$ cat config.mk
export PLATFORM = sky130hd
export DESIGN_NAME = sio_adapter
export DESIGN_NICKNAME = d
export VERILOG_FILES = /design/src/rtl/sio_pkg.sv /design/src/rtl/sio_tx.sv /design/src/rtl/sio_rx.sv /design/src/rtl/sio_adapter.sv
export SDC_FILE = /design/constraint.sdc
export NUM_CORES = 1
export LEC_CHECK = 0
export BUFFER_PORTS_ARGS = -buffer_cell sky130_fd_sc_hd__buf_2
export CELL_PAD_IN_SITES_DETAIL_PLACEMENT = 2
export CELL_PAD_IN_SITES_GLOBAL_PLACEMENT = 2
export CORE_AREA = 2 2 117 119
export CTS_BUF_LIST = sky130_fd_sc_hd__clkbuf_4
export DETAILED_ROUTE_END_ITERATION = 16
export DIE_AREA = 0 0 119 121
export PLACE_DENSITY_LB_ADDON = 0.1
export SLEW_MARGIN = 0
export SYNTH_ARGS = -nofsm -noshare
export SYNTH_HDL_FRONTEND = slang
export SYNTH_SLANG_ARGS = --single-unit
$ cat constraint.sdc
create_clock -name clk -period 2.7 [get_ports clk]
set_input_delay 0.135 -clock clk [delete_from_list [all_inputs] [get_ports clk]]
set_output_delay 0.135 -clock clk [all_outputs]
set_load 0.005 [all_outputs]
$ cat src/rtl/sio_pkg.sv
package sio_pkg;
    localparam int DATA_W  = 8;
    localparam int FRAME_W = 12;

    typedef struct packed {
        logic [3:0] ndata;
        logic       par_en;
        logic       par_odd;
        logic       two_stop;
    } fmt_t;

    typedef enum logic [1:0] {RX_IDLE, RX_START, RX_BITS} rx_st_e;

    typedef struct packed {
        logic [7:0] ctrl;
        logic [7:0] tdr;
        logic       tdre;
        logic [7:0] rdr;
        logic       rdrf;
        logic       fe;
        logic       ovrn;
        logic       pe;
        logic [2:0] meta;
        logic [2:0] sync;
    } sio_regs_t;

    function automatic fmt_t fmt_decode(input logic [2:0] f);
        fmt_t r;
        r.ndata    = f[2] ? 4'd8 : 4'd7;
        r.par_en   = !(f == 3'd4 || f == 3'd5);
        r.par_odd  = f[0];
        r.two_stop = (f == 3'd0 || f == 3'd1 || f == 3'd4);
        return r;
    endfunction
endpackage

$ cat src/rtl/sio_tx.sv
module sio_tx import sio_pkg::*; #(
    parameter int DIV_A = 16,
    parameter int DIV_B = 64,
    parameter int CNT_W = 6
) (
    input  logic        clk,
    input  logic        rst_n,
    input  logic        srst,
    input  logic        tick,
    input  logic [1:0]  div_sel,
    input  logic [2:0]  fmt_sel,
    input  logic        load_valid,
    input  logic [7:0]  load_data,
    output logic        take,
    output logic        line
);
    localparam logic [CNT_W-1:0] LAST_A = CNT_W'(DIV_A - 1);
    localparam logic [CNT_W-1:0] LAST_B = CNT_W'(DIV_B - 1);

    typedef struct packed {
        logic               busy;
        logic [FRAME_W-1:0] shreg;
        logic [3:0]         left;
        logic [CNT_W-1:0]   cnt;
        logic               line;
    } tx_t;

    localparam tx_t TX_IDLE = '{busy: 1'b0, shreg: '1, left: '0, cnt: '0, line: 1'b1};

    tx_t                q, d;
    fmt_t               fm;
    logic [CNT_W-1:0]   last_cnt;
    logic [FRAME_W-1:0] fr_new;
    logic [3:0]         flen;
    logic               par;

    always_comb begin
        case (div_sel)
            2'd1:    last_cnt = LAST_A;
            2'd2:    last_cnt = LAST_B;
            default: last_cnt = '0;
        endcase
    end

    always_comb begin
        fm   = fmt_decode(fmt_sel);
        par  = ^(load_data & ((fm.ndata == 4'd8) ? 8'hFF : 8'h7F)) ^ fm.par_odd;
        fr_new    = '1;
        fr_new[0] = 1'b0;
        for (int i = 0; i < 8; i++) begin
            if (i < int'(fm.ndata)) fr_new[i+1] = load_data[i];
        end
        if (fm.par_en) fr_new[fm.ndata + 4'd1] = par;
        flen = 4'd1 + fm.ndata + {3'd0, fm.par_en} + (fm.two_stop ? 4'd2 : 4'd1);
        take = tick & ~srst & ~q.busy & load_valid;

        d = q;
        if (srst) begin
            d = TX_IDLE;
        end else if (take) begin
            d.busy  = 1'b1;
            d.shreg = fr_new;
            d.line  = fr_new[0];
            d.left  = flen - 4'd1;
            d.cnt   = '0;
        end else if (q.busy && tick) begin
            if (q.cnt == last_cnt) begin
                d.cnt = '0;
                if (q.left == 4'd0) begin
                    d.busy = 1'b0;
                    d.line = 1'b1;
                end else begin
                    d.shreg = q.shreg >> 1;
                    d.line  = q.shreg[1];
                    d.left  = q.left - 4'd1;
                end
            end else begin
                d.cnt = q.cnt + 1'b1;
            end
        end
    end

    always_ff @(posedge clk or negedge rst_n) begin
        if (!rst_n) q <= TX_IDLE;
        else        q <= d;
    end

    assign line = q.line;
endmodule

$ cat src/rtl/sio_rx.sv
module sio_rx import sio_pkg::*; #(
    parameter int DIV_A = 16,
    parameter int DIV_B = 64,
    parameter int CNT_W = 6
) (
    input  logic        clk,
    input  logic        rst_n,
    input  logic        srst,
    input  logic        tick,
    input  logic [1:0]  div_sel,
    input  logic [2:0]  fmt_sel,
    input  logic        rxd,
    output logic        done,
    output logic [7:0]  data,
    output logic        fe,
    output logic        pe
);
    localparam logic [CNT_W-1:0] LAST_A = CNT_W'(DIV_A - 1);
    localparam logic [CNT_W-1:0] LAST_B = CNT_W'(DIV_B - 1);
    localparam logic [CNT_W-1:0] HALF_A = CNT_W'(DIV_A / 2);
    localparam logic [CNT_W-1:0] HALF_B = CNT_W'(DIV_B / 2);

    typedef struct packed {
        rx_st_e           st;
        logic [CNT_W-1:0] cnt;
        logic [3:0]       idx;
        logic [9:0]       bits;
        logic             done;
        logic [7:0]       data;
        logic             fe;
        logic             pe;
    } rx_t;

    localparam rx_t RX_RST = '{st: RX_IDLE, cnt: '0, idx: '0, bits: '0,
                               done: 1'b0, data: '0, fe: 1'b0, pe: 1'b0};

    rx_t              q, d;
    fmt_t             fm;
    logic [CNT_W-1:0] last_cnt, half_cnt;
    logic [3:0]       last_idx;
    logic [7:0]       rx_data;
    logic             par_bit;

    always_comb begin
        case (div_sel)
            2'd1:    begin last_cnt = LAST_A; half_cnt = HALF_A; end
            2'd2:    begin last_cnt = LAST_B; half_cnt = HALF_B; end
            default: begin last_cnt = '0;     half_cnt = '0;     end
        endcase
    end

    always_comb begin
        fm       = fmt_decode(fmt_sel);
        last_idx = fm.ndata + {3'd0, fm.par_en};
        rx_data  = '0;
        for (int i = 0; i < 8; i++) begin
            if (i < int'(fm.ndata)) rx_data[i] = q.bits[i];
        end
        par_bit = q.bits[fm.ndata];

        d      = q;
        d.done = 1'b0;
        if (srst) begin
            d.st  = RX_IDLE;
            d.cnt = '0;
            d.idx = '0;
        end else if (tick) begin
            case (q.st)
                RX_IDLE: if (!rxd) begin
                    d.idx = '0;
                    if (last_cnt == '0) begin
                        d.st  = RX_BITS;
                        d.cnt = '0;
                    end else begin
                        d.st  = RX_START;
                        d.cnt = CNT_W'(1);
                    end
                end
                RX_START: begin
                    if (q.cnt == half_cnt) begin
                        d.cnt = '0;
                        d.st  = rxd ? RX_IDLE : RX_BITS;
                    end else begin
                        d.cnt = q.cnt + 1'b1;
                    end
                end
                RX_BITS: begin
                    if (q.cnt == last_cnt) begin
                        d.cnt         = '0;
                        d.bits[q.idx] = rxd;
                        d.idx         = q.idx + 4'd1;
                        if (q.idx == last_idx) begin
                            d.st   = RX_IDLE;
                            d.done = 1'b1;
                            d.data = rx_data;
                            d.fe   = ~rxd;
                            d.pe   = fm.par_en & ((^rx_data ^ par_bit) != fm.par_odd);
                        end
                    end else begin
                        d.cnt = q.cnt + 1'b1;
                    end
                end
                default: d.st = RX_IDLE;
            endcase
        end
    end

    always_ff @(posedge clk or negedge rst_n) begin
        if (!rst_n) q <= RX_RST;
        else        q <= d;
    end

    assign done = q.done;
    assign data = q.data;
    assign fe   = q.fe;
    assign pe   = q.pe;
endmodule

$ cat src/rtl/sio_adapter.sv
module sio_adapter import sio_pkg::*; #(
    parameter int DIV_A = 16,
    parameter int DIV_B = 64
) (
    input  logic       clk,
    input  logic       rst_n,
    input  logic       baud_tick,
    input  logic       wr_en,
    input  logic       rd_en,
    input  logic       reg_sel,
    input  logic [7:0] wr_data,
    output logic [7:0] rd_data,
    input  logic       rxd,
    output logic       txd,
    input  logic       cts_n,
    input  logic       dcd_n,
    output logic       rts_n,
    output logic       irq_n
);
    localparam int CNT_W = $clog2(DIV_B) + 1;

    localparam sio_regs_t REGS_RST = '{ctrl: 8'h03, tdr: '0, tdre: 1'b1, rdr: '0,
                                       rdrf: 1'b0, fe: 1'b0, ovrn: 1'b0, pe: 1'b0,
                                       meta: 3'b001, sync: 3'b001};

    sio_regs_t  q, d;
    logic       srst, tx_take, tx_line, rx_done, rx_fe, rx_pe;
    logic       cts_s, dcd_s, tdre_vis, irq, rd_dat;
    logic [1:0] tx_ctl;
    logic [7:0] rx_data, status_w, ctrl_w, rdr_w;

    sio_tx #(.DIV_A(DIV_A), .DIV_B(DIV_B), .CNT_W(CNT_W)) u_tx (
        .clk(clk), .rst_n(rst_n), .srst(srst), .tick(baud_tick),
        .div_sel(q.ctrl[1:0]), .fmt_sel(q.ctrl[4:2]),
        .load_valid(~q.tdre), .load_data(q.tdr),
        .take(tx_take), .line(tx_line)
    );

    sio_rx #(.DIV_A(DIV_A), .DIV_B(DIV_B), .CNT_W(CNT_W)) u_rx (
        .clk(clk), .rst_n(rst_n), .srst(srst), .tick(baud_tick),
        .div_sel(q.ctrl[1:0]), .fmt_sel(q.ctrl[4:2]), .rxd(q.sync[0]),
        .done(rx_done), .data(rx_data), .fe(rx_fe), .pe(rx_pe)
    );

    always_comb begin
        srst     = (q.ctrl[1:0] == 2'b11);
        tx_ctl   = q.ctrl[6:5];
        cts_s    = q.sync[1];
        dcd_s    = q.sync[2];
        tdre_vis = q.tdre & ~cts_s;
        irq      = (q.ctrl[7] & (q.rdrf | q.ovrn)) | ((tx_ctl == 2'b01) & tdre_vis);
        status_w = {irq, q.pe, q.ovrn, q.fe, cts_s, dcd_s, tdre_vis, q.rdrf};
        rd_dat   = rd_en & reg_sel;

        d      = q;
        d.meta = {dcd_n, cts_n, rxd};
        d.sync = q.meta;
        if (wr_en && !reg_sel) d.ctrl = wr_data;
        if (srst) begin
            d.tdre = 1'b1;
            d.rdrf = 1'b0;
            d.fe   = 1'b0;
            d.ovrn = 1'b0;
            d.pe   = 1'b0;
        end else begin
            if (rd_dat) begin
                d.rdrf = 1'b0;
                d.fe   = 1'b0;
                d.ovrn = 1'b0;
                d.pe   = 1'b0;
            end
            if (tx_take) d.tdre = 1'b1;
            if (wr_en && reg_sel) begin
                d.tdr  = wr_data;
                d.tdre = 1'b0;
            end
            if (rx_done) begin
                if (q.rdrf && !rd_dat) begin
                    d.ovrn = 1'b1;
                end else begin
                    d.rdr  = rx_data;
                    d.rdrf = 1'b1;
                    d.fe   = rx_fe;
                    d.pe   = rx_pe;
                end
            end
        end
    end

    always_ff @(posedge clk or negedge rst_n) begin
        if (!rst_n) q <= REGS_RST;
        else        q <= d;
    end

    assign ctrl_w  = q.ctrl;
    assign rdr_w   = q.rdr;
    assign rd_data = reg_sel ? q.rdr : status_w;
    assign txd     = (tx_ctl == 2'b11) ? 1'b0 : tx_line;
    assign rts_n   = (tx_ctl == 2'b10);
    assign irq_n   = ~irq;
endmodule

# Yosys cells after proc, flatten, opt, wreduce, memory -nomap -nowiden
# Index checks and enable logic that the tools add are counted.
# word_totals
out_inout_bits,11
inputBits,17
wordCells,189
reg_bits,94
# op_classes
n_reduce_logical,35
n_lt_le_gt_ge,13
n_mux,67
n_eq_ne,22
n_bitwise,20
n_addsub,9
# op_table
operator,count
$mux 25,4
$mux 34,1
$mux 1,28
$mux 13,2
$pmux 6 s2,2
$mux 11,2
$mux 21,1
$mux 7,3
$pmux 7 s3,1
$mux 17,1
$lt 3x4->1 const A,4
$mux 16,1
$mux 4,4
$mux 8,2
$reduce_xor 8->1,2
$lt 4x5->1 const B,3
$reduce_bool 3->1,5
$add 7x1->7 const B,2
$eq 7x6->1,2
$bwmux 12,1
$mux 12,1
$mux 2,6
$ne 3x2->1 const B,4
$reduce_and 3->1,4
other kinds (39),80

# Longest topological paths before layout
# Gate-level depths: netlist (run 1).
# depth
ltp_word,12
mapped_depth,9
ltp_nobuf,8

# By module
# A second synthesis (run 1) with hierarchy kept.
# unflattened
cells_unflattened,454
area_unflattened_um2,4996.0
# modules_own_cells
mod,instances,seq_area_each_um2,cells_per_inst,area_each_um2
sio_rx,1,825.8,205,2054.5
sio_tx,1,615.6,148,1477.7
sio_adapter,1,882.1,101,1463.9

# Worst setup path after synthesis (run 1)
# OpenSTA, ideal clock, no wires.
# synth_timing
path_kind,reg2reg
startpoint,"register q, in the netlist ctrl_w[0]"
endpoint,register (tool-made name)
t_required_ns,2.575
t_arrival_ns,2.490
setup_ns,0.125
n_path_buf,2
stages_incl_launch_ff,10
slack_ns,0.085
period_less_slack_ns,2.615
path_cell_list,dfstp_2 -> inv_1 -> ha_1 -> clkbuf_2 -> or4b_4 -> o22a_4 -> nor3_4 -> buf_6 -> nand3_1 -> mux2_4
# synth_rtl
element,line,text
start: declaration,sio_adapter.sv:26,"sio_regs_t q, d;"
start signal: assignment,sio_adapter.sv:91,if (!rst_n) q <= REGS_RST;
start signal: assignment,sio_adapter.sv:92,else q <= d;

# Worst setup path after layout (run 1)
# layout_timing
startpoint,"register q, in the netlist ctrl_w[0]"
endpoint,register u_rx.q[27] (netlist name)
# layout_between
elab_chain_cells,7
word_cells_on_any_way,16
cone_classes,6 x eq/ne; 7 x mux; 3 x reduce/logical
# layout_lines
element,line,text
$eq 2x2->1 / $eq 2x1->1 (equally long branches),sio_rx.sv:45,case (div_sel)
$pmux 6 s2,sio_rx.sv:45,
"$eq 7x6->1, on equally long branches","sio_rx.sv:88, sio_rx.sv:80",
"$mux 7, on equally long branches","sio_rx.sv:88, sio_rx.sv:80",
$pmux 7 s3,sio_rx.sv:68,case (q.st)
$mux 34,sio_rx.sv:67,end else if (tick) begin
$mux 13,sio_rx.sv:63,if (srst) begin
end signal: assignment,sio_rx.sv:109,if (!rst_n) q <= RX_RST;
end signal: assignment,sio_rx.sv:110,else q <= d;
end: declaration,sio_rx.sv:37,"rx_t q, d;"
# Several ways; a longest one is shown, not always the timed one. The select of a mux whose other input is x is not followed.
# A chain may end at the register's enable or synchronous reset.

==> results of run 1 <==
==> layout by cell type, fill, tap and decap left out, types with 3 or more instances in the layout <==
| master | count |
|---|---|
| nor2_1 | 22 |
| a211oi_1 | 5 |
| dfrtp_1 | 75 |
| clkbuf_4 | 9 |
| dfstp_2 | 17 |
| a221o_1 | 4 |
| and2_1 | 3 |
| xnor2_1 | 14 |
| inv_1 | 23 |
| or2_2 | 3 |
| o22ai_1 | 9 |
| a31oi_1 | 5 |
| conb_1 | 3 |
| buf_2 | 26 |
| nand3_1 | 22 |
| nand2_1 | 35 |
| a21o_1 | 5 |
| mux2_2 | 35 |
| a21boi_0 | 5 |
| nor2b_1 | 5 |
| o31ai_1 | 7 |
| ha_1 | 18 |
| dlygate4sd3_1 | 13 |
| xor2_1 | 9 |
| or3_1 | 5 |
| a22oi_1 | 3 |
| a21oi_1 | 15 |
| nor3_1 | 6 |
| nand4_1 | 5 |
| nand2b_1 | 5 |
| o21ai_0 | 32 |
| buf_4 | 15 |
| mux2i_1 | 4 |
| mux2_4 | 6 |
==> power by group through the flow <==
stage / clock [W] / combinational [W] / sequential [W]
6_report: 0.000909 / 0.00146 / 0.00187
5_1_grt: 0.000992 / 0.00162 / 0.00190
3_5_place_dp: 0 / 0.00143 / 0.00190
4_1_cts: 0.000951 / 0.00147 / 0.00187
2_1_floorplan: 0 / 0.00103 / 0.00181
3_3_place_gp: 0 / 0.00137 / 0.00188
==> critical path, cell delays in order, from the launching register on <==
cell,delay [ps]
dfstp_2,570
inv_1,50
ha_1,290
or4b_4,470
o22a_4,270
o21ai_2,330
a21oi_1,170
a221o_1,330
==> worst paths after layout <==
check / start / endpoint / cells after the start
setup / recovery: ctrl_w[0]$_DFFE_PN1P_ / u_rx.q[27]$_DFFE_PN0P_ / 7
hold / removal: reg_sel / q[7]$_DFF_PN0_ / 2
setup reg to reg: ctrl_w[0]$_DFFE_PN1P_ / u_rx.q[27]$_DFFE_PN0P_ / 7
hold reg to reg: d[1]$_DFF_PN0_ / cts_s$_DFF_PN0_ / 0
max in group asynchronous: rst_n / q[0]$_DFF_PN1_ / 3
min in group asynchronous: rst_n / u_tx.q[9]$_DFFE_PN0P_ / 2
==> layout make-up <==
type                    instances  area, um^2  area share [%]
multi-input cells             322        2390            42.7
flip-flops and latches         92        2320            41.5
repair buffers                 56         413            7.37
well taps                     176         220            3.93
clock inverters                 7        97.6            1.74
inverters                      23        86.3            1.54
clock buffers                   9        67.6            1.21
diodes                          1        2.50          0.0447
==> what timing repair did <==
item	CTS	global route
hold endpoints to repair	51	0
pin swaps	1	0
setup endpoints to repair	6	1
hold buffers	13	0
setup buffers	1	0
gates resized for setup	0	2
cloned	0	0
==> logic make-up (layout without fill, tap and decap cells) <==
family	count (synthesis)	in the layout
AOI/OAI and AO/OA	110	110
xor gates and xnor gates	24	24
adders and majority gates	19	19
buffers and inverters	42	95
DFF	92	92
muxes	46	46
other	1	4
and+or+nand+nor	120	120
==> routing by layer <==
| layer | part of all wire (%) | track usage [%] | up-vias |
|---|---|---|---|
| li1 | - | - | 1737 |
| met2 | 52 | 34.9 | 19 |
| met5 | 0 | 0 | - |
| met1 | 45 | 24.0 | 1918 |
| met3 | 1.3 | 2.40 | 12 |
| met4 | 1.4 | 6.55 | 0 |
==> stage by stage <==
step / setup slack (ps) / power [W] / cells
6_report: 106 / 0.00423 / 686
5_1_grt: 0.642 / 0.00452 / 686
4_1_cts: 89.9 / 0.00429 / 685
3_5_place_dp: -8.90 / 0.00333 / 655
3_3_place_gp: 63.6 / 0.00326 / 655
2_1_floorplan: 85.0 / 0.00284 / 456
==> state kept, by name (all words and copies together), names as in the netlist, named ones only <==
signal     flops
u_rx.q        13
u_rx.done      1
ctrl_w         8
u_tx.q        23
rdr_w          8
u_rx.data      8
cts_s          1
u_rx.pe        1
u_tx.line      1
dcd_s          1
d              3
q             14
u_rx.fe        1
==> metrics.md, run 1 <==
| Metric | Value |
|---|---|
| Status | completed |
| Final worst-path cycle share | a little over nine tenths |
| Most frequent cell after synthesis | dfrtp_1 |
| Mapped Area | 4880 um^2 |
| Synth unique cells | 61 |
| Max-slew violations | 0 |
| Synthesized area per cell | between 10 and 15 um^2 |
| Top cells by count, synth | 75 x dfrtp_1, 35 x mux2_2, 35 x nand2_1 |
| EDFF count, synth | 0 |
| Setup CP Type | reg2reg |
| Rel. slew slack | 55.0% |
| Tmin final | between 2000 and 3000 ps |
| Filler cell count in the final layout | between 1000 and 1500 |
| Arr. time, crit path | between 2000 and 3000 ps |
| ANT nets after route | 0 |
| VDD IR-drop max | approximately 260 uV |
| Compound-Gate Fraction of Synth Area | 15.7% |
| Root buffer cell | clkbuf_4 |
| Global-route wire length before repair | between 20000 and 25000 um |
| Drt total wl | around 13000 um |
| Ys Warns | 0 |
| Worst-path clk slew | 160 ps |
| Post-DP Area | roughly 5300 um^2 |
| Final setup viols | 0 |
| Die W | roughly 120 um |
| Mux cell area share after synthesis | about 11% |
| Post-synthesis xor/xnor area fraction | ~4.6% |
| Simple-gate area share of the yosys netlist | between 10 and 15% |
| LEAKAGE | approximately 2.5 nW |
| Crit end category | flip-flop |
| Layout cell share with drive strength beyond 1 | between 20% and 30% |
| Worst Clk Skew | between 10 and 15 ps |
| Worst min-delay path class | in2reg |
| Max Cap Viol | 0 |
| GPL Wtd Cong | roughly 0.75 |
| PortBufs | 27 |
| Skew-Pair Late Insertion Delay | 470 ps |
| Vias in the first global route | 4143 |
| Post-DP HPWL | approximately 9600 um |
| Pwr Density | roughly 760 nW/um^2 |
| Row cnt | 42 |
| Reg2reg setup slack | 110 ps |
| # IOs | 28 |
| Post-layout instance area | about 5600 um^2 |
| CTS Sinks | around 90 |
| RSZ-0062 raised after global routing | false |
| Top cell type's share of synthesized area | between 30% and 40% |
| Area growth syn-to-layout | 14.7% |
| Average vias per placed instance | between 5 and 6 |
| Worst hold margin | about 61 ps |
| Clock Path Buffers | 2 |
| Post-synthesis sequential area ratio | 47.6% |
| Yosys top cell by area | dfrtp_1 |
| GRT Residual Overflow | 0 |
| Worst setup SP type | flip-flop |
| Asr flop ratio synth | 100% |
| Dominant cells by area after synthesis | dfrtp_1 38%, dfstp_2 9.1%, mux2_2 8.1% |
| Via count | 3686 |
| Die Ht | about 120 um |
| Core Util, Final | approximately 43% |
| Sequential share of power | between 40% and 50% |
| Initial antenna violation count | 1 |
| Final Hold Viols | 0 |
| Fmax | 386 MHz |
| Worst-margin pin slew | about 680 ps |
| Gate count of the mapped netlist | ~450 |
| Remaining DRCs | 0 |
| Die ar. | approximately 14000 um^2 |
| Gr usage total | between 10% and 20% |
| Switch Pwr | about 0.0016 W |
| Most common flop cell mapped by yosys | dfrtp_1 |
| CP Data Required Time | about 3100 ps |
| CTS tree | built |
| Inserted Clock Buffers | 9 |
| Setup TNS | 0 ps |
| First-pass iteration count of the detailed router | 4 |
| Per-cell routed wire length | ~19 um |
| H-tree depth | 3 |
| Nets | between 500 and 600 |
| Post-Synth Adder-Cell Area | 5.02% |
| Switching share of power | 37.4% |
| Main combinational cell family by area after synthesis | compound AO/OA/AOI/OAI gates |
| Combinational Power Share | 34.4% |
| Pint | 0.00265 W |
| Initial core utilization | 37.3% |
| Starting DRT DRC Count | roughly 120 |
| Largest net degree at the start of global routing | 49 |
| Crit path max fanout | 8 |
| Core region area | between 10000 and 15000 um^2 |
| FF+latch count, synth | 92 |
| Clock Power Share | between 20 and 25% |
No activity file was read; power rests on OpenSTA's default activity.
==> inputs of run 2 (changes only) <==
RECOVER_POWER = 100   (was default)
==> run 2 against run 1 <==
Compared with the run above: largest power group unchanged; global-route usage did not move; non-clock buffer count did not move; hold slack got worse by 7.2 ps; wire length barely moved.
==> metrics.md, run 2 (same netlist as run 1, synthesis figures left out) <==
| Metric | Value |
|---|---|
| Placed cell count | approximately 660 |
| Non-Filler Instances | approximately 690 |
| Core region area | 13100 um^2 |
| CTS Sinks | 92 |
| Max Cap Viol | 0 |
| Initial core utilization | 37.3% |
| Worst-path clk slew | between 150 and 200 ps |
| Most common cell after layout, fill and taps aside | dfrtp_1 |
| GPL Wtd Cong | about 0.75 |
| Nets | 540 |
| Row cnt | 42 |
| Final Hold Viols | 0 |
| Largest net degree at the start of global routing | 49 |
| Remaining DRCs | 0 |
| Setup CP Type | reg2reg |
| Fmax | roughly 380 MHz |
| Crit path max fanout | 10 |
| Worst path cell trace | inv_1 -> ha_1 -> or4b_4 -> o22a_4 -> nor3_4 -> clkbuf_2 -> nand3_1 -> mux2_4 |
| Hold EP | q[7]$_DFF_PN0_ |
| ANT nets after route | 0 |
| Max-slew violations | 0 |
| Per-cell routed wire length | approximately 19 um |
| Layout cell share with drive strength beyond 1 | between 20% and 30% |
| Worst-margin pin slew | 1260 ps |
| CTS tree | built |
| Rel. slew slack | about 16% |
| Slowest cell delay on critical path | 570 ps |
| Pwr Density | 761 nW/um^2 |
| Worst Clk Skew | roughly 12 ps |
| Vias in the first global route | between 4000 and 5000 |
| Post-DP Area | ~5300 um^2 |
| Starting DRT DRC Count | around 130 |
| Worst reg2reg path depth | 8 |
| Crit end category | flip-flop |
| PortBufs | 27 |
| First-pass iteration count of the detailed router | 4 |
| CP Data Required Time | between 3000 and 4000 ps |
| Status | completed |
| Skew-Pair Late Insertion Delay | between 400 and 500 ps |
| Inserted Clock Buffers | 9 |
| Worst hold start | reg_sel |
| Worst min-delay path class | in2reg |
| Post-DP HPWL | between 9000 and 10000 um |
| VDD IR-drop max | roughly 260 uV |
| Via count | 3700 |
| CP Launch Point | ctrl_w[0]$_DFFE_PN1P_ |
| Clock Path Buffers | 2 |
| Largest Register | u_tx.q |
| H-tree depth | 3 |
| Reg-to-reg startpoint | ctrl_w[0]$_DFFE_PN1P_ |
| Worst setup SP type | flip-flop |
| Die W | around 120 um |
| Post-layout instance area | about 5500 um^2 |
| GRT Residual Overflow | 0 |
| Gr usage total | about a fifth |
| Root buffer cell | clkbuf_4 |
| Final setup viols | 0 |
| # IOs | 28 |
| Drt total wl | ~13000 um |
| Biggest regs | u_tx.q: 23 flops, q: 14 flops, u_rx.q: 13 flops |
| LEAKAGE | about 2.5 nW |
| Critical path's slowest cell | dfstp_2 |
| Final worst-path cycle share | between 90% and 100% |
| Global-route wire length before repair | around 22000 um |
| RSZ-0062 raised after global routing | false |
| Initial antenna violation count | 1 |
| Tmin final | 2610 ps |
| Filler cell count in the final layout | ~1400 |
| Die ar. | 14400 um^2 |
| Die Ht | ~120 um |
| Most frequent cells in the layout | 75 x dfrtp_1, 35 x mux2_2, 35 x nand2_1, 32 x o21ai_0, 23 x inv_1 |
| Largest register FFs | 23 |
| Reg2reg setup slack | around 90 ps |
| Hold path cells | 2 |
| Arr. time, crit path | between 2000 and 3000 ps |
| Average vias per placed instance | 5.39 |
| Area growth syn-to-layout | 13.3% |
## run 2: cell count changes in the layout (fill, tap and decap cells not counted), moves of 2 or more
| cell | previous run | this run |
|---|---|---|
| mux2_4 | 6 | 2 |
| clkbuf_1 | 0 | 7 |
| clkbuf_2 | 0 | 4 |
| dfstp_2 | 17 | 14 |
| buf_4 | 15 | 10 |
| buf_12 | 2 | 0 |
| dfstp_1 | 0 | 3 |
| mux2_1 | 0 | 4 |
| buf_2 | 26 | 22 |
## run 2: worst max path at each step
stage	endpoint	cells after the start
after CTS	u_rx.q[27]$_DFFE_PN0P_	7
final	flip-flop	8
after detailed placement	flip-flop	7
after global placement	flip-flop	7
after global routing	u_rx.q[27]$_DFFE_PN0P_	7
after floorplan	flip-flop	9
## run 2: cell type report
cell class	instances	area, um^2	area share [%]
well taps	176	220	3.98
repair buffers	56	362	6.54
clock buffers	9	67.6	1.22
multi-input cells	322	2370	42.9
clock inverters	7	97.6	1.76
diodes	1	2.50	0.0452
inverters	23	86.3	1.56
flip-flops and latches	92	2320	42.0
## run 2: power breakdown
part	leakage [nW]	total (W)	internal (W)	switching (W)
clock network	0.0899	0.000911	0.000383	0.000528
registers	1.17	0.00186	0.00166	0.000205
logic	1.20	0.00144	0.000591	0.000848
total	2.45	0.00421	0.00263	0.00158
## run 2: through the flow
stage	utilization, %	hold slack (ps)	TNS, ps	setup WS, ps	total power [W]
5_1_grt	42.3	70.8	0	0.642	0.00449
3_3_place_gp	40.3	217	0	63.6	0.00326
3_5_place_dp	40.3	219	-8.90	-8.90	0.00333
4_1_cts	42.7	30.5	0	89.9	0.00429
6_report	42.3	54.0	0	89.7	0.00421
2_1_floorplan	-	-161	0	85.0	0.00284
## run 2: layer usage
| metal | part of all wire [%] | vias to the layer above | global-route usage (%) |
|---|---|---|---|
| li1 | - | 1741 | - |
| met1 | 45 | 1922 | 24.0 |
| met2 | 52 | 25 | 34.9 |
| met3 | 1.4 | 12 | 2.40 |
| met4 | 1.4 | 0 | 6.55 |
| met5 | 0 | - | 0 |
## run 2: timing repair
action	4_1_cts	5_1_grt
gates resized for setup	0	2
endpoints found under the hold margin	51	0
pin swaps	1	0
endpoints found under the setup margin	6	1
setup buffers	1	0
hold buffers	13	0
## run 2: worst max-delay path, delay by kind of cell (launching register included)
kind / cells / cell delay, ps
AOI/OAI and AO/OA: 1 / 270
adders and majority gates: 1 / 290
buffers and inverters: 2 / 310
DFF: 1 / 570
muxes: 1 / 320
and+or+nand+nor: 3 / 730
==> inputs of run 3 (changes only) <==
ABC_AREA = 1   (was default)
CORE_AREA = 2 2 139 114   (was 2 2 117 119)
DIE_AREA = 0 0 141 116   (was 0 0 119 121)
==> run 3 against run 2 <==
Compared with the run above: the run now ends with capacitance limit, slew limit left; sequential cell count stayed put; setup slack gained 190 ps; largest power group unchanged; synthesized area is 1.6% higher; sequential power hardly changed; global-route usage shrank 0.098 points; hold slack improved by 240 ps.
==> metrics.md, run 3 <==
| Metric | Value |
|---|---|
| Fmax | 413 MHz |
| Critical path's slowest cell | dfstp_1 |
| Buf+Inv Stages, Crit Path | 2 |
| Area of the multi-input gates | approximately 2200 um^2 |
| VDD IR-drop max | about 280 uV |
| Drt total wl | approximately 14000 um |
| Failing checks | capacitance limit, slew limit |
| Clock Path Buffers | 2 |
| Top cell type's share of synthesized area | a little under two fifths |
| Starting DRT DRC Count | 147 |
| Register area | between 2000 and 2500 um^2 |
| CTS-repair resized insts | 0 |
| CTS tree | built |
| Max Cap Viol | 1 |
| Worst-path clk slew | 150 ps |
| GRT Residual Overflow | 0 |
| Post-synthesis sequential area ratio | a little under half |
| Slowest cell delay on critical path | around 600 ps |
| Crit end category | flip-flop |
| Mapped Area | 4960 um^2 |
| Setup CP Type | reg2reg |
| Root buffer cell | clkbuf_4 |
| FF+latch count, synth | 92 |
| Max-slew violations | 36 |
| H-tree depth | 3 |
| Largest Register | u_tx.q |
| Crit path max fanout | 11 |
| Post-DP HPWL | around 11000 um |
| Most common cell after layout, fill and taps aside | nand2_1 |
| EDFF count, synth | 0 |
| Layout cell share with drive strength beyond 1 | a little under a tenth |
| Synthesized area per cell | 7.94 um^2 |
| Tmin final | 2420 ps |
| Nets | slightly above 700 |
| PortBufs | 27 |
| Die Ht | around 120 um |
| Top cells by count, synth | 184 x nand2_1, 83 x inv_1, 75 x dfrtp_1 |
| # IOs | 28 |
| Most common flop cell mapped by yosys | dfrtp_1 |
| Yosys top cell by area | dfrtp_1 |
| Area growth syn-to-layout | 11.7% |
| Remaining DRCs | 0 |
| Final worst-path cycle share | between 80% and 90% |
| Arr. time, crit path | 2850 ps |
| Initial antenna violation count | 1 |
| Most frequent cells in the layout | 187 x nand2_1, 83 x inv_1, 75 x dfrtp_1, 64 x o21ai_0, 45 x nor2_1 |
| RSZ-0062 raised after global routing | false |
| Row cnt | 40 |
| LEAKAGE | 2.76 nW |
| Filler cell count in the final layout | around 1800 |
| GPL Wtd Cong | roughly 0.75 |
| Worst min-delay path class | in2reg |
| Placed cell count | 833 |
| Largest net degree at the start of global routing | 58 |
| Core region area | approximately 15000 um^2 |
| Gr usage total | between 10% and 20% |
| Die W | 141 um |
| Per-cell routed wire length | ~16 um |
| Largest register FFs | 23 |
| Vias in the first global route | 4680 |
| CP Data Required Time | 3130 ps |
| Asr flop ratio synth | 100% |
| Gate count of the mapped netlist | about 630 |
| CTS Sinks | 92 |
| ANT nets after route | 0 |
| Skew-Pair Late Insertion Delay | ~500 ps |
| Average vias per placed instance | roughly 4.8 |
| Synth unique cells | 38 |
| Inserted Clock Buffers | 9 |
| Post-CTS Hold Fix Bufs | 14 |
| Worst path cell trace | ha_1 -> inv_2 -> nand2_1 -> nor3_4 -> nor2_4 -> nand2_1 -> nand2_1 -> inv_1 -> a21oi_1 |
| Most frequent cell after synthesis | nand2_1 |
| Delay-heaviest family, CP | simple AND/OR/NAND/NOR gates |
| Post-CTS setup buffers | 0 |
| Final Hold Viols | 0 |
| Dominant cells by area after synthesis | dfrtp_1 38%, nand2_1 14%, dfstp_2 9.0% |
| Global-route wire length before repair | about 24000 um |
| Worst Clk Skew | roughly 22 ps |
| Status | finished with violations |
| Ys Warns | 0 |
| Non-Filler Instances | ~860 |
| Pwr Density | around 700 nW/um^2 |
| Final setup viols | 0 |
| Die ar. | 16400 um^2 |
| Biggest regs | u_tx.q: 23 flops, q: 14 flops, u_rx.q: 13 flops |
| Rel. slew slack | -43.5% |
| Initial core utilization | roughly 33% |
| First-pass iteration count of the detailed router | 4 |
| Setup TNS | 0 ps |
| Worst-margin pin slew | 2150 ps |
| Worst setup SP type | flip-flop |
| Most used cell, CP | nand2_1 |
| Via count | approximately 4200 |
run 3: worst paths after layout:
path	from	end	slack [ps]	cells past startpoint
max	ctrl_w[1]$_DFFE_PN1P_	u_tx.q[23]$_DFFE_PN1P_	280	9
min	dcd_n	d[2]$_DFF_PN0_	290	2
max reg2reg	ctrl_w[1]$_DFFE_PN1P_	u_tx.q[23]$_DFFE_PN1P_	280	9
min reg2reg	d[0]$_DFF_PN1_	q[0]$_DFF_PN1_	370	0
max in group asynchronous	rst_n	u_rx.q[27]$_DFFE_PN0P_	680	2
min in group asynchronous	rst_n	rdr_w[4]$_DFFE_PN0P_	810	2
run 3: metrics by stage:
step	worst slack (ps)	instance area [um^2]	hold slack, ps	total power (W)	utilization (%)
floorplan	754	4970	-161	0.00276	-
global placement	422	5310	136	0.00309	35.7
detailed placement	309	5310	146	0.00316	35.7
CTS	279	5580	130	0.00399	37.6
global route	34.4	5540	263	0.00422	37.3
finish	281	5540	290	0.00389	37.3
run 3: area by class of cell:
| cell class | instances | area share [%] |
|---|---|---|
| clock inverter | 7 | 1.20 |
| antenna | 1 | 0.0452 |
| multi-input combinational | 432 | 40.0 |
| tap | 189 | 4.27 |
| timing repair buffer | 45 | 5.31 |
| inverter | 89 | 6.07 |
| sequential | 92 | 41.9 |
| clock buffer | 9 | 1.22 |
run 3: metal layers:
layer | GRT usage [%] | vias up | routed length (um)
li1 | - | 2062 | -
met1 | 26.0 | 2079 | 7050
met2 | 32.2 | 27 | 6620
met3 | 3.64 | 13 | 276
met4 | 5.20 | 0 | 174
met5 | 0 | - | 0
run 3: cell families (layout without fill, tap and decap cells):
family	count (synthesis)	count (layout)	share of synthesized area, %
AND/OR/NAND/NOR	290	290	24.9
buffers and inverters	103	150	8.35
AO/OA/AOI/OAI	99	99	11.2
flip-flops	92	92	46.8
XOR/XNOR	20	20	3.53
adder cells (fa/ha/maj)	19	19	4.94
other	1	4	0.0756
multiplexers	1	1	0.202
run 3: power breakdown:
part           total [W]  switching, W  internal [W]  leakage, nW
sequential       0.00185      0.000192       0.00165         1.14
combinational    0.00126      0.000829      0.000430         1.55
clock           0.000783      0.000505      0.000278       0.0690
total            0.00389       0.00153       0.00236         2.76
